===== src/rtl/mpaf_pkg.sv =====
package mpaf_pkg;
    localparam int BYTE_W = 8;
    localparam int MODE_W = 2;

    typedef enum logic [1:0] {
        ST_WAIT = 2'd0,
        ST_TAKE = 2'd1,
        ST_DROP = 2'd2
    } filt_state_t;
endpackage


===== src/rtl/mpaf_regs.sv =====
module mpaf_regs #(
    parameter int W = 8
) (
    input  logic         clk,
    input  logic         rst_n,
    input  logic         addr_we,
    input  logic         mask_we,
    input  logic [W-1:0] wdata,
    output logic [W-1:0] addr_q,
    output logic [W-1:0] mask_q
);
    always_ff @(posedge clk or negedge rst_n) begin
        if (!rst_n) begin
            addr_q <= '0;
            mask_q <= '0;
        end else begin
            if (addr_we) addr_q <= wdata;
            if (mask_we) mask_q <= wdata;
        end
    end
endmodule


===== src/rtl/mpaf_match.sv =====
module mpaf_match #(
    parameter int W  = 8,
    parameter int MW = 2
) (
    input  logic [W-1:0]  addr_q,
    input  logic [W-1:0]  mask_q,
    input  logic [W-1:0]  data,
    input  logic [MW-1:0] mode,
    input  logic          mp_en,
    output logic          accept
);
    logic [W-1:0] bc_pat;
    logic         ind_hit;
    logic         bc_hit;
    logic         filter_on;

    always_comb begin
        bc_pat    = addr_q | mask_q;
        ind_hit   = ((addr_q ^ data) & mask_q) == '0;
        bc_hit    = (bc_pat & ~data) == '0;
        filter_on = (mode != '0) && mp_en;
        accept    = !filter_on || ind_hit || bc_hit;
    end
endmodule


===== src/rtl/mpaf_fsm.sv =====
module mpaf_fsm
    import mpaf_pkg::*;
(
    input  logic clk,
    input  logic rst_n,
    input  logic vld,
    input  logic accept,
    output logic flag_set
);
    filt_state_t state_q, state_d;

    always_ff @(posedge clk or negedge rst_n) begin
        if (!rst_n) state_q <= ST_WAIT;
        else        state_q <= state_d;
    end

    always_comb begin
        if (!vld)        state_d = ST_WAIT;
        else if (accept) state_d = ST_TAKE;
        else             state_d = ST_DROP;
    end

    always_comb begin
        unique case (state_q)
            ST_WAIT: flag_set = 1'b0;
            ST_TAKE: flag_set = 1'b1;
            ST_DROP: flag_set = 1'b0;
            default: flag_set = 1'b0;
        endcase
    end
endmodule


===== src/rtl/mpaf_top.sv =====
module mpaf_top
    import mpaf_pkg::*;
#(
    parameter int DATA_W = BYTE_W,
    parameter int SMODE_W = MODE_W
) (
    input  logic               clk,
    input  logic               rst_n,
    input  logic               cfg_addr_we,
    input  logic               cfg_mask_we,
    input  logic [DATA_W-1:0]  cfg_wdata,
    input  logic [SMODE_W-1:0] ser_mode,
    input  logic               mp_enable,
    input  logic               rx_vld,
    input  logic [DATA_W-1:0]  rx_data,
    output logic               rx_flag_set
);
    logic [DATA_W-1:0] addr_q;
    logic [DATA_W-1:0] mask_q;
    logic              accept;

    mpaf_regs #(.W(DATA_W)) u_regs (
        .clk     (clk),
        .rst_n   (rst_n),
        .addr_we (cfg_addr_we),
        .mask_we (cfg_mask_we),
        .wdata   (cfg_wdata),
        .addr_q  (addr_q),
        .mask_q  (mask_q)
    );

    mpaf_match #(.W(DATA_W), .MW(SMODE_W)) u_match (
        .addr_q (addr_q),
        .mask_q (mask_q),
        .data   (rx_data),
        .mode   (ser_mode),
        .mp_en  (mp_enable),
        .accept (accept)
    );

    mpaf_fsm u_fsm (
        .clk      (clk),
        .rst_n    (rst_n),
        .vld      (rx_vld),
        .accept   (accept),
        .flag_set (rx_flag_set)
    );
endmodule


===== config.mk =====
export PLATFORM = sky130hd
export DESIGN_NAME = mpaf_top
export DESIGN_NICKNAME = d
export VERILOG_FILES = /design/src/rtl/mpaf_pkg.sv /design/src/rtl/mpaf_regs.sv /design/src/rtl/mpaf_match.sv /design/src/rtl/mpaf_fsm.sv /design/src/rtl/mpaf_top.sv
export SDC_FILE = /design/constraint.sdc
export NUM_CORES = 1
export LEC_CHECK = 0
export BUFFER_PORTS_ARGS = -buffer_cell sky130_fd_sc_hd__buf_2
export CAP_MARGIN = 15
export CORE_MARGIN = 2
export CORE_UTILIZATION = 52
export CTS_CLUSTER_DIAMETER = 120
export DETAILED_ROUTE_END_ITERATION = 8
export GPL_TIMING_DRIVEN = 1
export PLACE_DENSITY = 0.8
export SLEW_MARGIN = 20
export SYNTH_ARGS = -nofsm -noshare
export SYNTH_HDL_FRONTEND = slang
export SYNTH_SLANG_ARGS = --single-unit

===== constraint.sdc =====
create_clock -name clk -period 3.16 [get_ports clk]
set_input_delay 0.316 -clock clk [delete_from_list [all_inputs] [get_ports clk]]
set_output_delay 0.316 -clock clk [all_outputs]
set_load 0.02 [all_outputs]

Word level (Yosys, flattened, before mapping)
Cells that the tools add are included.
{"block": "classes", "muxes": 3, "n_reduce_logical": 7, "n_bitwise": 5, "n_eq_ne": 1}
{"operator": "bitwise AND 8 bit", "count": 2}
{"operator": "logical NOT 8 bit", "count": 2}
{"operator": "NOT 8 bit", "count": 1}
{"operator": "OR 8 bit", "count": 1}
{"operator": "bitwise XOR 8 bit", "count": 1}
{"operator": "two-way mux 2 bit", "count": 2}
{"operator": "equality test 2 x 1 -> 1 bit (second input constant)", "count": 1}
{"operator": "logical OR 1 bit", "count": 2}
{"operator": "nonzero test 2 bit", "count": 1}
{"operator": "logical AND 1 bit", "count": 1}
{"operator": "logical NOT 1 bit", "count": 1}
{"operator": "two-way mux 1 bit", "count": 1}
{"block": "totals", "output_inout_bits": 1, "wordCells": 19, "ff_bits": 18}

Longest topological paths before layout
{"block": "logic_depth", "ltp_word": 7, "mapped_depth": 4, "mapped_depth_nobuf": 4}

By module
From an unflattened synthesis, not the netlist that was laid out.
{"block": "unflattened", "hier_cells": 65, "area_unflattened_um2": 919.6}
{"module": "mpaf_regs", "instances": 1, "cells_per_inst": 34, "area_each_um2": 663.1}
{"module": "mpaf_match", "instances": 1, "cells_per_inst": 26, "area_each_um2": 183.9}
{"module": "mpaf_fsm", "instances": 1, "cells_per_inst": 5, "area_each_um2": 72.6}

Least setup slack after synthesis
Ideal clock, no wire load.
{"block": "synth_timing", "path_type": "reg-to-reg", "from": "reg u_regs.addr_q[4]", "to": "reg u_fsm.state_q[1]", "t_arrival_ns": 1.018, "setup_ns": 0.120, "slack_ns": 2.022, "path_stages_with_launch": 5, "required_ns": 3.040, "path_cell_list": "dfrtp_1 -> o21bai_2 -> o2111ai_1 -> o31a_1 -> and3_1"}
{"block": "synth_between", "elab_chain_cells": 7, "word_cells_on_any_way": 10, "cone_classes": "mux: 2; bitwise: 4; reduce/logical: 4"}
{"element": "start, declared", "line": "mpaf_regs.sv:9", "source": "output logic [W-1:0] addr_q,"}
{"element": "start signal, assigned", "line": "mpaf_regs.sv:17", "source": "if (addr_we) addr_q <= wdata;"}
{"element": "bitwise XOR 8 bit", "line": "mpaf_match.sv:19", "source": "ind_hit = ((addr_q ^ data) & mask_q) == '0;"}
{"element": "bitwise AND 8 bit", "line": "mpaf_match.sv:19"}
{"element": "logical NOT 8 bit", "line": "mpaf_match.sv:19"}
{"element": "logical OR 1 bit", "line": "mpaf_match.sv:22", "source": "accept = !filter_on || ind_hit || bc_hit;"}
{"element": "logical OR 1 bit (*)", "line": "mpaf_match.sv:22"}
{"element": "two-way mux 2 bit (*)", "line": "mpaf_fsm.sv:19", "source": "else if (accept) state_d = ST_TAKE;"}
{"element": "two-way mux 2 bit (*)", "line": "mpaf_fsm.sv:18", "source": "if (!vld) state_d = ST_WAIT;"}
{"element": "named net u_fsm.state_d[1]", "line": "mpaf_fsm.sv:10", "source": "filt_state_t state_q, state_d;"}
{"element": "end signal, assigned", "line": "mpaf_fsm.sv:14", "source": "else state_q <= state_d;"}
{"element": "end, declared", "line": "mpaf_fsm.sv:10"}
Mark *: on every way through the listed nets, which the timed path passes. The rest lies on a longest branch.
A chain may end at the register's enable or synchronous reset.

Final worst setup path
{"block": "layout_timing", "from": "reg u_regs.addr_q[6]", "to": "reg u_fsm.state_q[1]"}
The elaborated chain is that of the path after synthesis.

==> flow_metrics.env <==
export IMPL_p_clk_frac=0.276
export IMPL_timing_hold_ws_ns=0.264
export IMPL_gp_congestion=0.714
export IMPL_critPathBufInv=0
export IMPL_hold_violations=0
export IMPL_switching_share=0.247
export IMPL_antenna_found_initial=0
export IMPL_wl_per_cell_um=14.5
export IMPL_pre_cts_slack_ns=1.88
export IMPL_yosysTopAreaCellShare=0.526
export IMPL_post_cts_setup_buffer_count=0
export IMPL_hpwl_mm=1.26
export IMPL_rsz0062_at_grt="no"
export IMPL_synth_cells=65
export IMPL_diodes=0
export IMPL_cts_max_level=1
export IMPL_required_ns=3.35
export IMPL_min_period_over_period=0.398
export IMPL_yosysSeqAreaShare=0.526
export IMPL_cts_path_max_buffers=2
export IMPL_crit_chain="xor2_1 > a22oi_1 > nand4_1 > and3_1"
export IMPL_cts_sinks=18
export IMPL_synth_area_top_cells="dfrtp_1 53%, mux2_2 21%, xor2_1 8.2%"
export IMPL_p_int_uw=372
export IMPL_path_class="reg -> reg"
export IMPL_drtAntennaViolNets=0
export IMPL_drt_total_wl_mm=1.57
export IMPL_initial_core_util=0.562
export IMPL_first_pass_iters=2
export IMPL_crit_family="flip-flops"
export IMPL_highest_layer="met3"
export IMPL_drv_cap=0
export IMPL_root_buffer="clkbuf_4"
export IMPL_grt_use_total=0.193
export IMPL_outcome="finished, final reports clean"
export IMPL_syn2layout_area_growth_pct=20.6
export IMPL_syn_nets=89
export IMPL_first_global_vias=619
export IMPL_ys_warn_count=0
export IMPL_fmax_mhz=794
export IMPL_endpoint_kind="flop"
export IMPL_clk_pin_slew_worst_paths_ns=0.10
export IMPL_pin_count=25
export IMPL_hold_path_class="in -> reg"
export IMPL_die_w_um=44.6
export IMPL_critical_path_arrival_ns=1.45
export IMPL_met3WireLength_um=83
export IMPL_coreArea_mm2=0.00152
export IMPL_cts_buffers=3
export IMPL_placed_area_um2=987
export IMPL_worst_skew_pair_late_latency_ns=0.29
export IMPL_start_kind="flop"
export IMPL_max_slew_margin_rel=0.737
export IMPL_p_leak_nw=0.482
export IMPL_ys_ff_latch=18
export IMPL_die_area_mm2=0.00199
export IMPL_met2_length_um=817
export IMPL_grt_pass1_wl_mm=2.65
export IMPL_skew_ns=0.00469
export IMPL_crit_fanout=3
export IMPL_max_vdd_ir_drop_uv=355
export IMPL_cts_resized=0
export IMPL_slowest_stage="dfrtp_1"
export IMPL_viasPerCell=5.39
export IMPL_io_buffers=24
export IMPL_setup_slack_ns=1.90
export IMPL_fin_nets=117
export IMPL_tns_ns=0
export IMPL_avgSynthCellArea_um2=13.2
export IMPL_drive_gt1_frac=0.511
export IMPL_seqPwrFrac=0.550
export IMPL_combPwrFrac=0.174
export IMPL_first_iter_violations=5
export IMPL_hp_start="cfg_wdata[0]"
export IMPL_netlist_area_um2=857
export IMPL_slew_violations=0
export IMPL_yosys_area_top_type="dfrtp_1"
export IMPL_cts_tree="done"
export IMPL_p_per_area_mw_per_mm2=479
export IMPL_fill_cells=127
export IMPL_num_rows=14
export IMPL_slowest_delay_ns=0.42
export IMPL_final_area_mm2=0.00103
export IMPL_fp_dieH_um=44.6
export IMPL_fin_total_pwr_uw=495
export IMPL_yosys_cell_types_count=15
export IMPL_finalSetupViolations=0
export IMPL_p_switching_uw=122
export IMPL_drc=0
export IMPL_grt_max_degree=19
export IMPL_worstReg2RegStart="u_regs.addr_q[6]"
export IMPL_crit_start="u_regs.addr_q[6]"
export IMPL_overflow=0
export IMPL_tightest_slew_ns=0.395
export IMPL_min_period_ns=1.26
export IMPL_met1_length_um=666
export IMPL_via_count=582
[registers in the layout, indices dropped and copies added, names as in the netlist]
name,cells
u_regs.addr_q,8
u_regs.mask_q,8
u_fsm.state_q,2
[power by group through the flow]
| stage | registers (mW) | logic [mW] | clock network [mW] |
|---|---|---|---|
| after floorplan | 0.272 | 0.0557 | 0 |
| after global placement | 0.275 | 0.0831 | 0 |
| after detailed placement | 0.277 | 0.0862 | 0 |
| after CTS | 0.273 | 0.0873 | 0.143 |
| after global routing | 0.276 | 0.0959 | 0.149 |
| final | 0.272 | 0.0861 | 0.136 |
[routing by layer]
layer | global-route usage | vias to the layer above
met5 | 0 | -
met4 | 0.0364 | 0
met3 | 0.0776 | 0
met2 | 0.339 | 13
met1 | 0.220 | 279
li1 | - | 290
[per-stage QoR]
step,std cells,utilization
floorplan,65,-
global placement,103,0.648
detailed placement,103,0.648
CTS,108,0.678
global route,108,0.678
finish,108,0.678
[cell type report]
class / instances / area, µm² / share of cell area
timing repair buffer: 25 / 130 / 0.126
sequential: 18 / 450 / 0.436
multi-input combinational: 45 / 397 / 0.384
clock buffer: 4 / 36.3 / 0.0351
tap: 16 / 20.0 / 0.0194
[cell families after synthesis]
group,count (synthesis),share of synthesized area
buffers and inverters,2,0.0117
XOR/XNOR,8,0.0818
AND/OR/NAND/NOR,8,0.0438
multiplexers,16,0.210
flip-flops,18,0.526
AO/OA/AOI/OAI,13,0.127
[synthesized netlist by cell type (all sizes together)]
library cell and number:
nor2b 1, a21boi 1, and3 1, o22ai 2
o2111ai 1, xor2 8, a22oi 4, nor2 5
buf 2, mux2 16, dfrtp 18, o21a 1
o31a 1, o21bai 3, nand4 1
[final timing paths]
check                                    to  cells past startpoint  slack [ns]
max                        u_fsm.state_q[1]                      4        1.90
min                        u_regs.addr_q[0]                      2        0.26
max reg2reg                u_fsm.state_q[1]                      4        1.90
min reg2reg                u_regs.mask_q[1]                      1        0.55
max in group asynchronous  u_regs.mask_q[5]                      2        2.41
min in group asynchronous  u_regs.addr_q[3]                      2        0.47
[what timing repair did]
item,4_1_cts,5_1_grt
hold buffers,1,0
endpoints found under the hold margin,18,0
endpoints found under the setup margin,0,0
[cells in the final DEF (no fill, tap or decap), types with 2 or more instances in the layout]
cell | synthesis | routed
a22oi_1 | 4 | 4
clkbuf_4 | 0 | 3
nor2_1 | 5 | 5
mux2_2 | 16 | 16
dfrtp_1 | 18 | 18
xor2_1 | 8 | 8
o21bai_2 | 3 | 3
o22ai_1 | 2 | 2
buf_2 | 2 | 24
No activity file was read; power rests on OpenSTA's default activity.
